[src/rtl/uart_fb_pkg.sv]
package uart_fb_pkg;

    typedef enum logic [1:0] {
        SER_UART = 2'd0,
        SER_ALT1 = 2'd1,
        SER_ALT2 = 2'd2,
        SER_ALT3 = 2'd3
    } ser_mode_e;

    localparam int CTRL_TEST_BIT = 0;
    localparam int CTRL_LPBK_BIT = 1;
    localparam int CTRL_FIFO_BIT = 2;
    localparam int CTRL_SER_LSB  = 4;

endpackage

[src/rtl/uart_fb_decode.sv]
module uart_fb_decode #(
    parameter int BANK_W    = 2,
    parameter int ADDR_W    = 3,
    parameter int DIV_BYTES = 2,
    parameter int LEG_BANK  = 1,
    parameter int ALT_BANK  = 2,
    localparam int IDX_W    = (DIV_BYTES > 1) ? $clog2(DIV_BYTES) : 1
) (
    input  logic [BANK_W-1:0] bank_i,
    input  logic [ADDR_W-1:0] addr_i,
    output logic              leg_hit_o,
    output logic              alt_hit_o,
    output logic              ctrl_hit_o,
    output logic              presc_hit_o,
    output logic [IDX_W-1:0]  idx_o
);
    localparam logic [ADDR_W-1:0] DIV_TOP   = ADDR_W'(DIV_BYTES);
    localparam logic [ADDR_W-1:0] CTRL_OFF  = ADDR_W'(DIV_BYTES);
    localparam logic [ADDR_W-1:0] PRESC_OFF = ADDR_W'(DIV_BYTES + 1);

    logic in_div;
    logic in_leg;
    logic in_alt;

    always_comb begin
        in_div      = (addr_i < DIV_TOP);
        in_leg      = (bank_i == BANK_W'(LEG_BANK));
        in_alt      = (bank_i == BANK_W'(ALT_BANK));
        leg_hit_o   = in_leg && in_div;
        alt_hit_o   = in_alt && in_div;
        ctrl_hit_o  = in_alt && (addr_i == CTRL_OFF);
        presc_hit_o = in_alt && (addr_i == PRESC_OFF);
        idx_o       = addr_i[IDX_W-1:0];
    end
endmodule

[src/rtl/uart_fb_edge.sv]
module uart_fb_edge (
    input  logic clk,
    input  logic rst_n,
    input  logic strobe_i,
    output logic start_o
);
    logic prev_d, prev_q;

    always_comb begin
        prev_d  = strobe_i;
        start_o = strobe_i && !prev_q;
    end

    always_ff @(posedge clk or negedge rst_n) begin
        if (!rst_n) prev_q <= 1'b0;
        else        prev_q <= prev_d;
    end
endmodule

[src/rtl/uart_fb_rdmux.sv]
module uart_fb_rdmux #(
    parameter int DATA_W    = 8,
    parameter int DIV_BYTES = 2,
    parameter int PRESC_W   = 5,
    localparam int DIV_W    = DATA_W * DIV_BYTES,
    localparam int IDX_W    = (DIV_BYTES > 1) ? $clog2(DIV_BYTES) : 1
) (
    input  logic               leg_hit_i,
    input  logic               alt_hit_i,
    input  logic               ctrl_hit_i,
    input  logic               presc_hit_i,
    input  logic [IDX_W-1:0]   idx_i,
    input  logic               use_scr_i,
    input  logic [DIV_W-1:0]   div_i,
    input  logic [DIV_W-1:0]   scr_i,
    input  logic [DATA_W-1:0]  ctrl_i,
    input  logic [PRESC_W-1:0] presc_i,
    output logic [DATA_W-1:0]  rdata_o
);
    logic [DATA_W-1:0] div_b [DIV_BYTES];
    logic [DATA_W-1:0] scr_b [DIV_BYTES];

    for (genvar b = 0; b < DIV_BYTES; b++) begin : g_lane
        assign div_b[b] = div_i[b*DATA_W +: DATA_W];
        assign scr_b[b] = scr_i[b*DATA_W +: DATA_W];
    end

    always_comb begin
        rdata_o = '0;
        if (leg_hit_i)        rdata_o = use_scr_i ? scr_b[idx_i] : div_b[idx_i];
        else if (alt_hit_i)   rdata_o = div_b[idx_i];
        else if (ctrl_hit_i)  rdata_o = ctrl_i;
        else if (presc_hit_i) rdata_o = DATA_W'(presc_i);
    end
endmodule

[src/rtl/uart_mode_fallback.sv]
module uart_mode_fallback #(
    parameter int DATA_W    = 8,
    parameter int DIV_BYTES = 2,
    parameter int PRESC_W   = 5,
    parameter int FB_PRESC  = 13,
    parameter int BANK_W    = 2,
    parameter int ADDR_W    = 3,
    parameter int LEG_BANK  = 1,
    parameter int ALT_BANK  = 2,
    localparam int DIV_W    = DATA_W * DIV_BYTES
) (
    input  logic               clk,
    input  logic               rst_n,
    input  logic [BANK_W-1:0]  bank_i,
    input  logic [ADDR_W-1:0]  addr_i,
    input  logic               rd_i,
    input  logic               wr_i,
    input  logic [DATA_W-1:0]  wdata_i,
    output logic [DATA_W-1:0]  rdata_o,
    input  logic               mode_wr_i,
    input  logic               mode_ext_i,
    input  logic               lock_i,
    output logic               ext_mode_o,
    output logic               fifo_deep_o,
    output logic [PRESC_W-1:0] presc_o,
    output logic               test_o,
    output logic               lpbk_o,
    output logic [1:0]         ser_mode_o,
    output logic [DIV_W-1:0]   divisor_o,
    output logic               fb_event_o
);
    import uart_fb_pkg::*;

    localparam int IDX_W = (DIV_BYTES > 1) ? $clog2(DIV_BYTES) : 1;

    typedef struct packed {
        logic               ext;
        logic               fifo_deep;
        logic [PRESC_W-1:0] presc;
        logic               test;
        logic               lpbk;
        ser_mode_e          ser;
        logic [DIV_W-1:0]   div;
        logic [DIV_W-1:0]   scr;
        logic               fb;
    } state_t;

    state_t st_d, st_q;

    logic             leg_hit, alt_hit, ctrl_hit, presc_hit;
    logic [IDX_W-1:0] idx;
    logic             start;
    logic             use_scr;
    logic [DATA_W-1:0] ctrl_view;

    uart_fb_decode #(
        .BANK_W(BANK_W), .ADDR_W(ADDR_W), .DIV_BYTES(DIV_BYTES),
        .LEG_BANK(LEG_BANK), .ALT_BANK(ALT_BANK)
    ) u_dec (
        .bank_i(bank_i), .addr_i(addr_i),
        .leg_hit_o(leg_hit), .alt_hit_o(alt_hit),
        .ctrl_hit_o(ctrl_hit), .presc_hit_o(presc_hit),
        .idx_o(idx)
    );

    uart_fb_edge u_edge (
        .clk(clk), .rst_n(rst_n),
        .strobe_i(rd_i || wr_i),
        .start_o(start)
    );

    always_comb begin
        ctrl_view                              = '0;
        ctrl_view[CTRL_TEST_BIT]               = st_q.test;
        ctrl_view[CTRL_LPBK_BIT]               = st_q.lpbk;
        ctrl_view[CTRL_FIFO_BIT]               = st_q.fifo_deep;
        ctrl_view[CTRL_SER_LSB +: 2]           = st_q.ser;
    end

    uart_fb_rdmux #(
        .DATA_W(DATA_W), .DIV_BYTES(DIV_BYTES), .PRESC_W(PRESC_W)
    ) u_rd (
        .leg_hit_i(leg_hit), .alt_hit_i(alt_hit),
        .ctrl_hit_i(ctrl_hit), .presc_hit_i(presc_hit),
        .idx_i(idx), .use_scr_i(use_scr),
        .div_i(st_q.div), .scr_i(st_q.scr),
        .ctrl_i(ctrl_view), .presc_i(st_q.presc),
        .rdata_o(rdata_o)
    );

    // Next-state computation: mode write, register writes, then fallback
    // (fallback overrides anything written earlier in the same cycle).
    always_comb begin
        st_d    = st_q;
        st_d.fb = 1'b0;
        use_scr = lock_i && !st_q.ext;

        if (mode_wr_i) st_d.ext = mode_ext_i;

        if (wr_i) begin
            if (leg_hit) begin
                if (use_scr) st_d.scr[idx*DATA_W +: DATA_W] = wdata_i;
                else         st_d.div[idx*DATA_W +: DATA_W] = wdata_i;
            end
            if (alt_hit) st_d.div[idx*DATA_W +: DATA_W] = wdata_i;
            if (ctrl_hit) begin
                st_d.test      = wdata_i[CTRL_TEST_BIT];
                st_d.lpbk      = wdata_i[CTRL_LPBK_BIT];
                st_d.fifo_deep = wdata_i[CTRL_FIFO_BIT];
                st_d.ser       = ser_mode_e'(wdata_i[CTRL_SER_LSB +: 2]);
            end
            if (presc_hit) st_d.presc = wdata_i[PRESC_W-1:0];
        end

        if (start && leg_hit && !use_scr) begin
            st_d.fb        = 1'b1;
            st_d.fifo_deep = 1'b0;
            st_d.presc     = PRESC_W'(FB_PRESC);
            st_d.test      = 1'b0;
            st_d.lpbk      = 1'b0;
            if (st_q.ext) begin
                st_d.ext = 1'b0;
                st_d.ser = SER_UART;
            end
        end
    end

    always_ff @(posedge clk or negedge rst_n) begin
        if (!rst_n) begin
            st_q.ext       <= 1'b0;
            st_q.fifo_deep <= 1'b0;
            st_q.presc     <= PRESC_W'(FB_PRESC);
            st_q.test      <= 1'b0;
            st_q.lpbk      <= 1'b0;
            st_q.ser       <= SER_UART;
            st_q.div       <= '0;
            st_q.scr       <= '0;
            st_q.fb        <= 1'b0;
        end else begin
            st_q <= st_d;
        end
    end

    assign ext_mode_o  = st_q.ext;
    assign fifo_deep_o = st_q.fifo_deep;
    assign presc_o     = st_q.presc;
    assign test_o      = st_q.test;
    assign lpbk_o      = st_q.lpbk;
    assign ser_mode_o  = st_q.ser;
    assign divisor_o   = st_q.div;
    assign fb_event_o  = st_q.fb;
endmodule

[config.mk]
export PLATFORM = sky130hd
export DESIGN_NAME = uart_mode_fallback
export DESIGN_NICKNAME = d
export VERILOG_FILES = /design/src/rtl/uart_fb_pkg.sv /design/src/rtl/uart_fb_decode.sv /design/src/rtl/uart_fb_edge.sv /design/src/rtl/uart_fb_rdmux.sv /design/src/rtl/uart_mode_fallback.sv
export SDC_FILE = /design/constraint.sdc
export NUM_CORES = 1
export LEC_CHECK = 0
export BUFFER_PORTS_ARGS = -buffer_cell sky130_fd_sc_hd__buf_2
export CORE_UTILIZATION = 54
export CTS_CLUSTER_SIZE = 16
export DETAILED_ROUTE_END_ITERATION = 7
export HOLD_SLACK_MARGIN = 0.06
export PLACE_DENSITY_LB_ADDON = 0.12
export SYNTH_ARGS = -nofsm -noshare
export SYNTH_HDL_FRONTEND = slang
export SYNTH_SLANG_ARGS = --single-unit
[constraint.sdc]
create_clock -name clk -period 2.2 [get_ports clk]
set_input_delay 0.44 -clock clk [delete_from_list [all_inputs] [get_ports clk]]
set_output_delay 0.44 -clock clk [all_outputs]
set_load 0.005 [all_outputs]
; Word-level counts from Yosys, hierarchy flattened
; Index checks and enable logic that the tools add are counted.
[op_classes]
n_addsub = 1
mul = 0
div = 0
n_lt_le_gt_ge = 2
n_eq_ne = 6
shift = 2
mux = 28
n_bitwise = 1
reduce_logical = 18
[ops]
columns = operator, n
row1 = $mux 8, 10
row2 = $mux 32, 2
row3 = $bwmux 16, 3
row4 = $mux 16, 3
row5 = $mux 42, 1
row6 = $neg 4->34, 1
row7 = $shift 8x34->16 const A, 1
row8 = $shiftx 8x34->16, 1
row9 = $mux 11, 1
row10 = $mux 5, 2
row11 = $logic_and 1x1->1, 8
row12 = $eq 3x2->1 const B, 2
row13 = $reduce_bool 2->1, 3
row14 = $mux 1, 4
row15 = $mux 4, 1
row16 = $ne 2x1->1 const B, 2
row17 = $reduce_and 2->1, 2
row18 = $logic_not 1->1, 3
row19 = $lt 3x2->1 const B, 1
row20 = $reduce_and 3->1, 1
row21 = $eq 2x1->1 const B, 1
row22 = $eq 2x2->1 const B, 1
row23 = $ge 2x2->1 const B, 1
row24 = $mux 2, 1
row25 = 2 further kinds, 2
[word_totals]
reg_bits = 45
latchBits = 0
ramBits = 0
mem_bits_ro = 0
in_bits = 20
out_inout_bits = 36
wordCells = 68
mem_count = 0

; Longest topological paths before layout
[logic_depth]
word_depth = 11
mapped_depth = 6

; Cells and area by module
; From an unflattened synthesis, not the netlist that was laid out.
[unflattened]
cells_unflattened = 244
hier_area_um2 = 2685.1
[by_module_without_submodules]
columns = mod, n_inst, cells_per_inst, area_per_inst_um2
row1 = uart_mode_fallback, 1, 184, 2030.7
row2 = uart_fb_rdmux, 1, 52, 553.0
row3 = uart_fb_decode, 1, 6, 62.6
row4 = uart_fb_edge, 1, 2, 38.8

; Worst setup path before layout
; OpenSTA, ideal clock, no wires.
[synth_path]
path_type = input -> output
startpoint = in bank_i[1]
endpoint = out rdata_o[5]
t_arrival_ns = 1.607
path_slack_ns = 0.153
path_stages = 5
path_buffers = 1
cell_sequence = or4b_4 -> buf_2 -> nor3_1 -> a211oi_1 -> nor3_1
[synth_via]
elab_chain_cells = 5
[synth_rtl]
columns = item, line_no
row1 = from (decl), uart_mode_fallback.sv:14  ; input logic [BANK_W-1:0] bank_i,
row2 = $eq 2x2->1, uart_fb_decode.sv:28  ; in_alt = (bank_i == BANK_W'(ALT_BANK));
row3 = $logic_and 1x1->1, uart_fb_decode.sv:31  ; ctrl_hit_o = in_alt && (addr_i == CTRL_OFF);
row4 = $mux 8, uart_fb_rdmux.sv:32  ; else if (ctrl_hit_i) rdata_o = ctrl_i;
row5 = $mux 8, uart_fb_rdmux.sv:31  ; else if (alt_hit_i) rdata_o = div_b[idx_i];
row6 = $mux 8 (*), uart_fb_rdmux.sv:30  ; if (leg_hit_i) rdata_o = use_scr_i ? scr_b[idx_i] : div_b[idx_i];
row7 = to (decl), uart_mode_fallback.sv:19  ; output logic [DATA_W-1:0] rdata_o,
; Every way passes the cells marked *; elsewhere a longest branch is shown, timed or not.

; Worst setup path in the final report
[layout_path]
startpoint = reg st_q, in the netlist ext_mode_o
endpoint = out rdata_o[2]
[layout_via]
elab_chain_cells = 4
[layout_rtl]
columns = item, line_no
row1 = from (decl), uart_mode_fallback.sv:48  ; state_t st_d, st_q;
row2 = from (signal assigned), uart_mode_fallback.sv:140  ; st_q <= st_d;
row3 = $logic_not 1->1, uart_mode_fallback.sv:96  ; use_scr = lock_i && !st_q.ext;
row4 = $logic_and 1x1->1, uart_mode_fallback.sv:96
row5 = $mux 8 (2 in series), uart_fb_rdmux.sv:30
; Every way passes these cells.

==> out/summary.txt <==
Status -> completed
Hold Crit Class -> input pin to async pin
Crit. End Element -> primary output
Main combinational cell family by area after synthesis -> multiplexers
H-tree depth -> 2
Post-DR wirelength/cell -> 17.1 um
Clk slew on worst S/H paths -> 0.09 ns
Die Y -> 69.0 um
Mux cell area share after synthesis -> 21.5%
CTS tree -> done
Hold Violations, Final -> 0
Cells after Synth -> 213
Synth cell count leaders -> dfrtp_1 (42), mux2_2 (32), buf_4 (23)
Avg Inst Size Synth -> 11.4 sq um
First-iteration detailed-routing DRC count -> 105
Top-area cell type share of the netlist area -> 43.4%
Post-synth EDFFs -> 0
Site Rows -> 23
Largest net degree at the start of global routing -> 46
Largest cells by area after synthesis -> dfrtp_1 (43%), mux2_2 (15%), buf_4 (7.1%)
Slew of the pin with the lowest slew margin -> 0.570 ns
Seq/Total Area, Yosys -> 46.6%
Data arrival, critical path -> 1.72 ns
Ys Warns -> 0
Setup ws final -> 0.0400 ns
Cell type with the largest total area after synthesis -> dfrtp_1
Simple-gate share of the synthesized area -> 12.2%
Crit start category -> flip-flop
Area Overhead vs Synth -> 17.6%
MaxCap Viol Count -> 0
Vias per inst -> 5.80
I/O pin cnt -> 56
Compound-Gate Fraction of Synth Area -> 11.0%
Post-synth top flop -> dfrtp_1
Synth Register Bits -> 45
F_max -> 0.463 GHz
Worst Path Required -> 1.76 ns
DP Area -> 0.00271 sq mm
Yosys cell types -> 44
DR DRC count -> 0
Global route overflow -> 0
PwrDens -> 745 mW/mm^2
XOR/XNOR share of the synthesized area -> 0.362%
Starting Density -> 58.5%
Clock net sink count -> 45
Post-Syn Area -> 0.00242 sq mm
Num CTS Buffers -> 5
# diodes -> 0
First-pass GRT wire length -> 8510 um
Layout Skew -> 0.00915 ns
Area share of fa/ha/maj cells after synthesis -> 0%
CTS Buffer Depth -> 2
RD Place Congestion -> 0.855
Dpl ws -> 0.0314 ns
First-pass DRT Iterations -> 4
Tot GR Track Use -> 25.5%
Final Non-Filler Cells -> 317
Clk_lat worst skew -> 0.31 ns
Net count after synthesis -> 233
Vias post-DR -> 1840
Worst VDD drop -> 0.561 mV
Fin crit share -> 98.2%
Rel. slew slack -> 62.0%
Die area -> 0.00476 sq mm
Cells after DPL -> 307
Layout cells sized above 1 -> 48.7%
Final setup viols -> 0
Port bufs -> 55
Post-route minimum period -> 2.16 ns
Crit path kind -> flip-flop to primary output
Nets -> 286
Routed wire length -> 5410 um
Fillers -> 328
Root Driver -> clkbuf_8
Initial antenna violation count -> 0
Final Cell Area -> 0.00285 sq mm
Post-DP HPWL -> 3970 um
Routed Antenna Nets -> 0
Most common cell in the synthesized netlist -> dfrtp_1
Async SR Flop Fraction -> 100%
Largest fanout on the critical path -> 10
Max Slew Vio Count -> 0
Die width -> 69.0 um
LEAKAGE -> 1.42 nW
Core Footprint -> 0.00414 sq mm
Vias in the first global route -> 1744
timing repair:
item	4_1_cts	5_1_grt
gates resized for setup	2	7
gates cloned	0	0
pin swaps	0	1
hold buffers	0	0
setup buffers	0	2
endpoints found under the setup margin	6	6
cell usage in the layout, fill, tap and decap left out, types with 2 or more instances in the layout:
cell        netlist  final
buf_2             2     55
dfrtp_1          42     41
mux2_2           32     32
buf_4            23     18
nand2_1          16     16
mux2i_1          16     16
a21oi_1          10     10
nor2b_1           6      6
nor2_1            6      6
o221ai_1          5      5
clkbuf_8          0      5
o21a_1            4      4
nand3_1           4      4
a211oi_2          0      3
o21ai_1           3      3
dfstp_2           3      3
o22ai_1           2      2
a211oi_1          5      2
nor2_4            1      2
nor3_1            3      2
and2_1            2      2
o21ai_0           2      2
a22o_1            2      2
clkinvlp_4        0      2
path summary, 6_finish.rpt:
check | start | endpoint | slack (ns) | cells after the start
min in group clk | rd_i | u_edge.prev_q$_DFF_PN0_ | 0.35 | 2
hold reg to reg | st_q[9]$_DFFE_PN0P_ | st_q[9]$_DFFE_PN0P_ | 0.51 | 1
hold / removal | rst_n | presc_o[1]$_DFFE_PN0P_ | 0.20 | 2
max in group asynchronous | rst_n | ext_mode_o$_DFF_PN0_ | 1.60 | 2
setup reg to reg | ext_mode_o$_DFF_PN0_ | flip-flop | 0.59 | 5
setup / recovery | ext_mode_o$_DFF_PN0_ | rdata_o[2] | 0.04 | 6
logic make-up after synthesis:
group / Yosys count
simple gates: 50
mux: 48
flops: 45
compound gates: 39
buf+inv: 30
xor+xnor: 1
per-layer routing:
layer / global-route usage, % / vias to the layer above / share of wire, %
li1: - / 862 / -
met1: 33.1 / 916 / 45
met2: 41.0 / 57 / 48
met3: 4.77 / 5 / 5.1
met4: 11.2 / 0 / 1.1
met5: 0 / - / 0
where the power goes:
part           internal [W]  switching, W  total, W
clock network      0.000224      0.000298  0.000522
logic              0.000276      0.000228  0.000505
registers          0.000985      0.000111   0.00110
total               0.00149      0.000638   0.00212
worst max-delay path, cell delays in order, from the launching register on:
cell and delay, ns:
dfrtp_2 0.44, nand2b_4 0.17, buf_4 0.19, a211oi_1 0.26
a21oi_1 0.07, o21a_1 0.17, buf_2 0.12
area by class of cell:
class                   instances  area (sq um)  share of cell area (%)
well taps                      50          62.6                    2.20
clock inverters                 2          15.0                   0.527
flip-flops and latches         45          1130                    39.7
inverters                       2          7.51                   0.264
repair buffers                 74           430                    15.1
clock buffers                   6          72.6                    2.55
multi-input cells             138          1130                    39.7
per-stage QoR:
stage          setup TNS (ns)  hold WS, ns  util (%)  power (W)
2_1_floorplan               0        0.144         -    0.00149
3_3_place_gp                0        0.482      65.3    0.00159
3_5_place_dp                0        0.488      65.3    0.00160
4_1_cts                     0        0.228      67.6    0.00212
5_1_grt               -0.0252        0.266      68.8    0.00225
6_report                    0        0.203      68.8    0.00212
Power figures use the tool's default switching activity.
